## src/rtl/pdw_pkg.sv

```systemverilog
package pdw_pkg;

  // Output-side supply condition as reported by the supply monitor.
  typedef enum logic [1:0] {
    SUP_OFF   = 2'b00,
    SUP_BIAS  = 2'b01,
    SUP_FULL  = 2'b10,
    SUP_FULL2 = 2'b11
  } supply_e;

  function automatic logic sup_driven(input logic [1:0] s);
    return s != SUP_OFF;
  endfunction

  function automatic logic sup_live(input logic [1:0] s);
    return s[1];
  endfunction

endpackage

```

## src/rtl/pdw_latch.sv

```systemverilog
module pdw_latch (
  input  logic clk,
  input  logic rst_n,
  input  logic set_stb,
  input  logic clr_stb,
  output logic q
);

  logic q_d;
  logic q_en;

  // Only a lone strobe moves the latch; a pair leaves it alone.
  always_comb begin
    q_en = set_stb ^ clr_stb;
    q_d  = set_stb;
  end

  always_ff @(posedge clk or negedge rst_n) begin
    if (!rst_n)    q <= 1'b0;
    else if (q_en) q <= q_d;
  end

endmodule

```

## src/rtl/pdw_silence_timer.sv

```systemverilog
module pdw_silence_timer #(
  parameter int unsigned TIMEOUT = 625
) (
  input  logic clk,
  input  logic rst_n,
  input  logic kick,
  output logic expired
);

  localparam int unsigned CNT_W = $clog2(TIMEOUT + 1);
  localparam logic [CNT_W-1:0] LIMIT = CNT_W'(TIMEOUT);
  localparam logic [CNT_W-1:0] ONE   = CNT_W'(1);

  logic [CNT_W-1:0] cnt_q;
  logic [CNT_W-1:0] cnt_d;
  logic             cnt_en;

  always_comb begin
    expired = (cnt_q == LIMIT);
    cnt_en  = kick || !expired;
    cnt_d   = kick ? '0 : (cnt_q + ONE);
  end

  // Held at the limit through reset: the link counts as silent at start.
  always_ff @(posedge clk or negedge rst_n) begin
    if (!rst_n)      cnt_q <= LIMIT;
    else if (cnt_en) cnt_q <= cnt_d;
  end

endmodule

```

## src/rtl/pdw_out_stage.sv

```systemverilog
module pdw_out_stage
  import pdw_pkg::*;
(
  input  logic [1:0] supply_st,
  input  logic       level,
  output logic       data_o,
  output logic       oe_o
);

  always_comb begin
    oe_o   = sup_driven(supply_st);
    data_o = sup_live(supply_st) ? level : 1'b0;
  end

endmodule

```

## src/rtl/pulse_decoder_wd.sv

```systemverilog
module pulse_decoder_wd #(
  parameter int unsigned TIMEOUT   = 625,
  parameter int unsigned SYNC_DEPTH = 2
) (
  input  logic       clk,
  input  logic       rst_n,
  input  logic       set_stb,
  input  logic       clr_stb,
  input  logic [1:0] supply_st,
  output logic       data_o,
  output logic       oe_o
);

  logic [SYNC_DEPTH-1:0] rst_sync_q;
  logic                  rst_int_n;
  logic                  latch_q;
  logic                  expired;
  logic                  level;

  always_ff @(posedge clk or negedge rst_n) begin
    if (!rst_n) rst_sync_q <= '0;
    else        rst_sync_q <= {rst_sync_q[SYNC_DEPTH-2:0], 1'b1};
  end
  assign rst_int_n = rst_sync_q[SYNC_DEPTH-1];

  pdw_latch u_latch (
    .clk     (clk),
    .rst_n   (rst_int_n),
    .set_stb (set_stb),
    .clr_stb (clr_stb),
    .q       (latch_q)
  );

  pdw_silence_timer #(.TIMEOUT(TIMEOUT)) u_timer (
    .clk     (clk),
    .rst_n   (rst_int_n),
    .kick    (set_stb | clr_stb),
    .expired (expired)
  );

  assign level = latch_q & ~expired;

  pdw_out_stage u_out (
    .supply_st (supply_st),
    .level     (level),
    .data_o    (data_o),
    .oe_o      (oe_o)
  );

endmodule

```

## config.mk

```make
export PLATFORM = sky130hd
export DESIGN_NAME = pulse_decoder_wd
export DESIGN_NICKNAME = d
export VERILOG_FILES = /design/src/rtl/pdw_pkg.sv /design/src/rtl/pdw_latch.sv /design/src/rtl/pdw_silence_timer.sv /design/src/rtl/pdw_out_stage.sv /design/src/rtl/pulse_decoder_wd.sv
export SDC_FILE = /design/constraint.sdc
export NUM_CORES = 1
export LEC_CHECK = 0
export BUFFER_PORTS_ARGS = -buffer_cell sky130_fd_sc_hd__buf_2
export CAP_MARGIN = 20
export CORE_AREA = 2 2 44 46
export DETAILED_ROUTE_END_ITERATION = 6
export DIE_AREA = 0 0 46 48
export GPL_TIMING_DRIVEN = 0
export MAX_ROUTING_LAYER = met4
export PLACE_DENSITY = 0.63
export REMOVE_ABC_BUFFERS = 1
export SYNTH_ARGS = -nofsm -noshare
export SYNTH_HDL_FRONTEND = slang
export SYNTH_SLANG_ARGS = --single-unit
```

## constraint.sdc

```tcl
create_clock -name clk -period 4.05 [get_ports clk]
set_input_delay 1.215 -clock clk [delete_from_list [all_inputs] [get_ports clk]]
set_output_delay 1.215 -clock clk [all_outputs]
set_load 0.03 [all_outputs]
```

After elaboration in Yosys (flattened, before gate mapping)
Cells that the tools add are included.
{"block": "word_totals", "ff_bits": 13, "mem_bits_rw": 0, "output_inout_bits": 2, "wordCells": 14, "mem_bits_ro": 0, "latchBits": 0, "memories": 0}
{"block": "classes", "n_mul": 0, "bitwise": 4, "eq_ne": 1, "shift": 0, "magnitude_cmp": 0, "mux": 2, "add_sub_neg": 1, "n_div": 0, "reduce_logical": 3}
{"cell": "10-bit by 1-bit adder with 10-bit output, second input constant", "n": 1}
{"cell": "10-bit == test, second input constant", "n": 1}
{"cell": "10-bit two-way mux", "n": 1}
{"cell": "2-bit nonzero test", "n": 1}
{"cell": "1-bit bitwise AND", "n": 1}
{"cell": "1-bit logical NOT", "n": 1}
{"cell": "1-bit logical OR", "n": 1}
{"cell": "1-bit two-way mux", "n": 1}
{"cell": "1-bit NOT", "n": 1}
{"cell": "1-bit OR", "n": 1}
{"cell": "1-bit XOR", "n": 1}

Logic depth before layout (Yosys ltp)
{"block": "depth", "word_depth": 4, "ltp_mapped": 5, "ltp_nobuf": 5}

Hierarchy
Synthesis repeated with hierarchy kept, for this count alone.
{"block": "hier_totals", "cells_unflattened": 64, "area_unflattened_um2": 663.1}
{"mod": "pdw_silence_timer", "n_inst": 1, "area_per_inst_um2": 545.5, "seq_area_each_um2": 256.5, "cells_per_inst": 53}
{"mod": "pulse_decoder_wd", "n_inst": 1, "area_per_inst_um2": 66.3, "seq_area_each_um2": 50.0, "cells_per_inst": 5}
{"mod": "pdw_latch", "n_inst": 1, "area_per_inst_um2": 37.5, "seq_area_each_um2": 25.0, "cells_per_inst": 4}
{"mod": "pdw_out_stage", "n_inst": 1, "area_per_inst_um2": 13.8, "seq_area_each_um2": 0.0, "cells_per_inst": 2}

Worst setup path after synthesis
No wires, ideal clock.
{"block": "synth_path", "path_kind": "input port to output port", "from": "input supply_st[1]", "to": "output data_o", "n_path_buf": 0, "path_slack_ns": 1.169, "arrival_time_ns": 1.666, "stages": 2, "path_cell_list": "nand2_1 > nor2_1"}
{"block": "synth_via", "elab_chain_len": 1}
{"item": "start: declaration", "line_no": "pulse_decoder_wd.sv:9", "rtl": "input logic [1:0] supply_st,"}
{"item": "1-bit two-way mux", "line_no": "pdw_out_stage.sv:12", "rtl": "data_o = sup_live(supply_st) ? level : 1'b0;"}
{"item": "end: declaration", "line_no": "pulse_decoder_wd.sv:10", "rtl": "output logic data_o,"}
No other way between the ends.

Worst setup path in the final report
{"block": "layout_path", "from": "input supply_st[1]", "to": "output oe_o"}
{"block": "layout_via", "elab_chain_len": 1}
{"item": "2-bit nonzero test", "line_no": "pdw_pkg.sv:12", "rtl": "return s != SUP_OFF;"}
{"item": "end: declaration", "line_no": "pulse_decoder_wd.sv:11", "rtl": "output logic oe_o"}
No other way between the ends.

==> results.json <==
{
  "status": "completed",
  "setup_tns_ns": 0,
  "cts.root.buffer_cell": "clkbuf_4",
  "ys_warn_count": 0,
  "power_density_nw_per_um2": 313,
  "synth_fa_ha_area_share_pct": 5.59,
  "synth_seq_cells": 13,
  "vias_per_cell": 5.11,
  "crit_required_ns": 2.83,
  "yosys.area_share.simple_pct": 23.5,
  "sw_frac_of_total_pct": 24.0,
  "clock-sinks": 13,
  "final_hold_viol_count": 0,
  "seqPwrFrac_pct": 58.5,
  "switchingPower_uw": 56.8,
  "arrival_ns": 1.78,
  "antenna_found_initial": 0,
  "period_share_pct": 73.9,
  "clock_latency_ns": 0.28,
  "drive_gt1_share_pct": 28.9,
  "synth_edf_count": 0,
  "drt_wl_total_mm": 1.16,
  "syn_avg_cell_area_um2": 10.3,
  "avgRoutedWirePerCell_um": 12.5,
  "setup_ws_ns": 1.06,
  "initial_core_util_pct": 39.8,
  "syn_inst": 65,
  "fill_cells": 160,
  "rsz0062_at_grt": "no",
  "core_area_um2": 1690,
  "drc": 0,
  "irDropWorstVdd_mv": 0.193,
  "finalSetupViolCount": 0,
  "min_path_type": "reg2async",
  "met3_usage_pct": 3.40,
  "grt_max_degree": 12,
  "synthArstFlopShare_pct": 100,
  "vias": 475,
  "grt.met1_usage_pct": 15.7,
  "detail-route-antenna-nets": 0,
  "path_max_fanout": 2,
  "die_x_um": 46,
  "syn_to_final_growth_pct": 12.3,
  "post_cts_buffers": 0,
  "dieHeight_um": 48,
  "fin_skew_ns": 0.00479,
  "busiest_layer": "met2",
  "synth_top_family_by_area": "simple AND/OR/NAND/NOR gates",
  "dp_hpwl_um": 874,
  "drtIter0Drc": 23,
  "cts_tree": "done",
  "pwr-share-comb_pct": 7.0,
  "seq_area_frac_synth_pct": 49.3,
  "period_needed_ns": 2.99,
  "path_clk_slew_ns": 0.08,
  "synth_mux_area_share_pct": 4.66,
  "n_antenna_cell": 0,
  "fin_nets": 86,
  "max_freq_mhz": 334,
  "grt-ovfl-total": 0,
  "row_count": 15,
  "ctsHoldBuffers": 0,
  "gr-usage-all-layers_pct": 13.0,
  "postCtsResizedCells": 0,
  "pre_cts_ws_ns": 1.05,
  "synth_cell_types": 26,
  "grt_pass1_wl_mm": 1.86,
  "cts-htree-levels": 1,
  "first_pass_iters": 4,
  "grt_pass1_vias": 429,
  "cap_violations": 0,
  "end_kind": "output port",
  "dieArea_um2": 2210,
  "synthXorXnorAreaFrac_pct": 2.61,
  "internal-power_uw": 179,
  "p_leak_nw": 0.297,
  "gp_congestion": 0.641,
  "power.share.clock_pct": 34.5,
  "met2_usage_pct": 18.9,
  "setup.worst_path.start_class": "primary input",
  "syn_area_um2": 672,
  "synth_flop_cell": "dfrtp_1",
  "cts_buffers": 3,
  "path_class": "in2out",
  "clock_path_buffers": 2,
  "report.final.slew_viol_count": 0,
  "port_buffers": 7,
  "pin_count": 8,
  "synth_compound_area_share_pct": 9.87
}
[stage by stage]
| stage | std cells | instance area [µm²] | util (%) | hold slack, ns | power [mW] |
|---|---|---|---|---|---|
| CTS | 93 | 754 | 44.7 | 0.198 | 0.238 |
| global route | 93 | 754 | 44.7 | 0.235 | 0.247 |
| global placement | 89 | 728 | 43.1 | 0.198 | 0.157 |
| finish | 93 | 754 | 44.7 | 0.171 | 0.236 |
| detailed placement | 89 | 728 | 43.1 | 0.199 | 0.158 |
| floorplan | 65 | 672 | - | 0.130 | 0.151 |
[cells in the mapped netlist (2+ instances only)]
cell | number | share of area, %
nand3_1 | 3 | 2.2
nand2b_1 | 2 | 1.9
inv_1 | 7 | 3.9
mux2i_1 | 2 | 3.0
or2_2 | 2 | 1.9
ha_1 | 3 | 5.6
or3_2 | 2 | 2.2
or3_1 | 2 | 1.9
nand2_1 | 4 | 2.2
dfstp_2 | 5 | 20
dfrtp_1 | 8 | 30
a21oi_1 | 6 | 4.5
nor2_1 | 3 | 1.7
o21ai_0 | 4 | 3.0
[power by group through the flow]
stage | registers (mW) | logic [mW] | clock network (mW)
floorplan | 0.140 | 0.0111 | 0
global placement | 0.141 | 0.0161 | 0
detailed placement | 0.141 | 0.0168 | 0
CTS | 0.139 | 0.0169 | 0.0828
global route | 0.139 | 0.0180 | 0.0901
finish | 0.138 | 0.0165 | 0.0814
[cells by family (layout without fill, tap and decap cells)]
family | after synthesis | in the layout
AOI/OAI and AO/OA | 12 | 12
buffers and inverters | 7 | 18
xor gates and xnor gates | 2 | 2
DFF | 13 | 13
muxes | 3 | 3
other | 1 | 1
adders and majority gates | 3 | 3
and+or+nand+nor | 24 | 24
[per-layer routing]
metal | routed length [µm] | vias up
li1 | - | 246
met1 | 536 | 218
met5 | 0 | -
met4 | 29 | 0
met3 | 30 | 6
met2 | 561 | 5
[final cells by class]
class | instances | area (µm²) | share of cell area, %
sequential | 13 | 332 | 43.9
multi-input combinational | 45 | 314 | 41.6
inverter | 7 | 26.3 | 3.48
clock buffer | 4 | 26.3 | 3.48
timing repair buffer | 7 | 35.0 | 4.64
tap | 17 | 21.3 | 2.82
[worst max-delay path, stage by stage]
cell and delay [ns]:
buf_2 0.10, or2_2 0.28, buf_2 0.18
[cell usage in the layout (no fill, tap or decap), types with 2 or more instances in the layout]
| cell | n |
|---|---|
| buf_2 | 7 |
| or3_1 | 2 |
| a21oi_1 | 6 |
| clkbuf_4 | 3 |
| nand3_1 | 3 |
| or2_2 | 2 |
| dfstp_2 | 5 |
| nand2_1 | 4 |
| or3_2 | 2 |
| mux2i_1 | 2 |
| ha_1 | 3 |
| nor2_1 | 3 |
| nand2b_1 | 2 |
| o21ai_0 | 4 |
| inv_1 | 7 |
| dfrtp_1 | 8 |
[flip-flops by register name (all words and copies together) (netlist names)]
signal and cells:
u_timer.cnt_q 10, rst_sync_q 2, u_latch.q 1
[final timing paths]
check / from / endpoint / slack, ns / depth (start not counted)
max: supply_st[1] / oe_o / 1.06 / 3
min: rst_sync_q[1]$_DFF_PN0_ / u_timer.cnt_q[8]$_DFFE_PN0P_ / 0.17 / 0
max reg2reg: u_timer.cnt_q[0]$_DFFE_PN1P_ / u_timer.cnt_q[9]$_DFFE_PN1P_ / 2.52 / 3
min reg2reg: rst_sync_q[1]$_DFF_PN0_ / u_timer.cnt_q[8]$_DFFE_PN0P_ / 0.17 / 0
max in group asynchronous: rst_n / rst_sync_q[1]$_DFF_PN0_ / 3.25 / 1
min in group clk: rst_sync_q[0]$_DFF_PN0_ / rst_sync_q[1]$_DFF_PN0_ / 0.36 / 0
No activity file was read; power rests on OpenSTA's default activity.
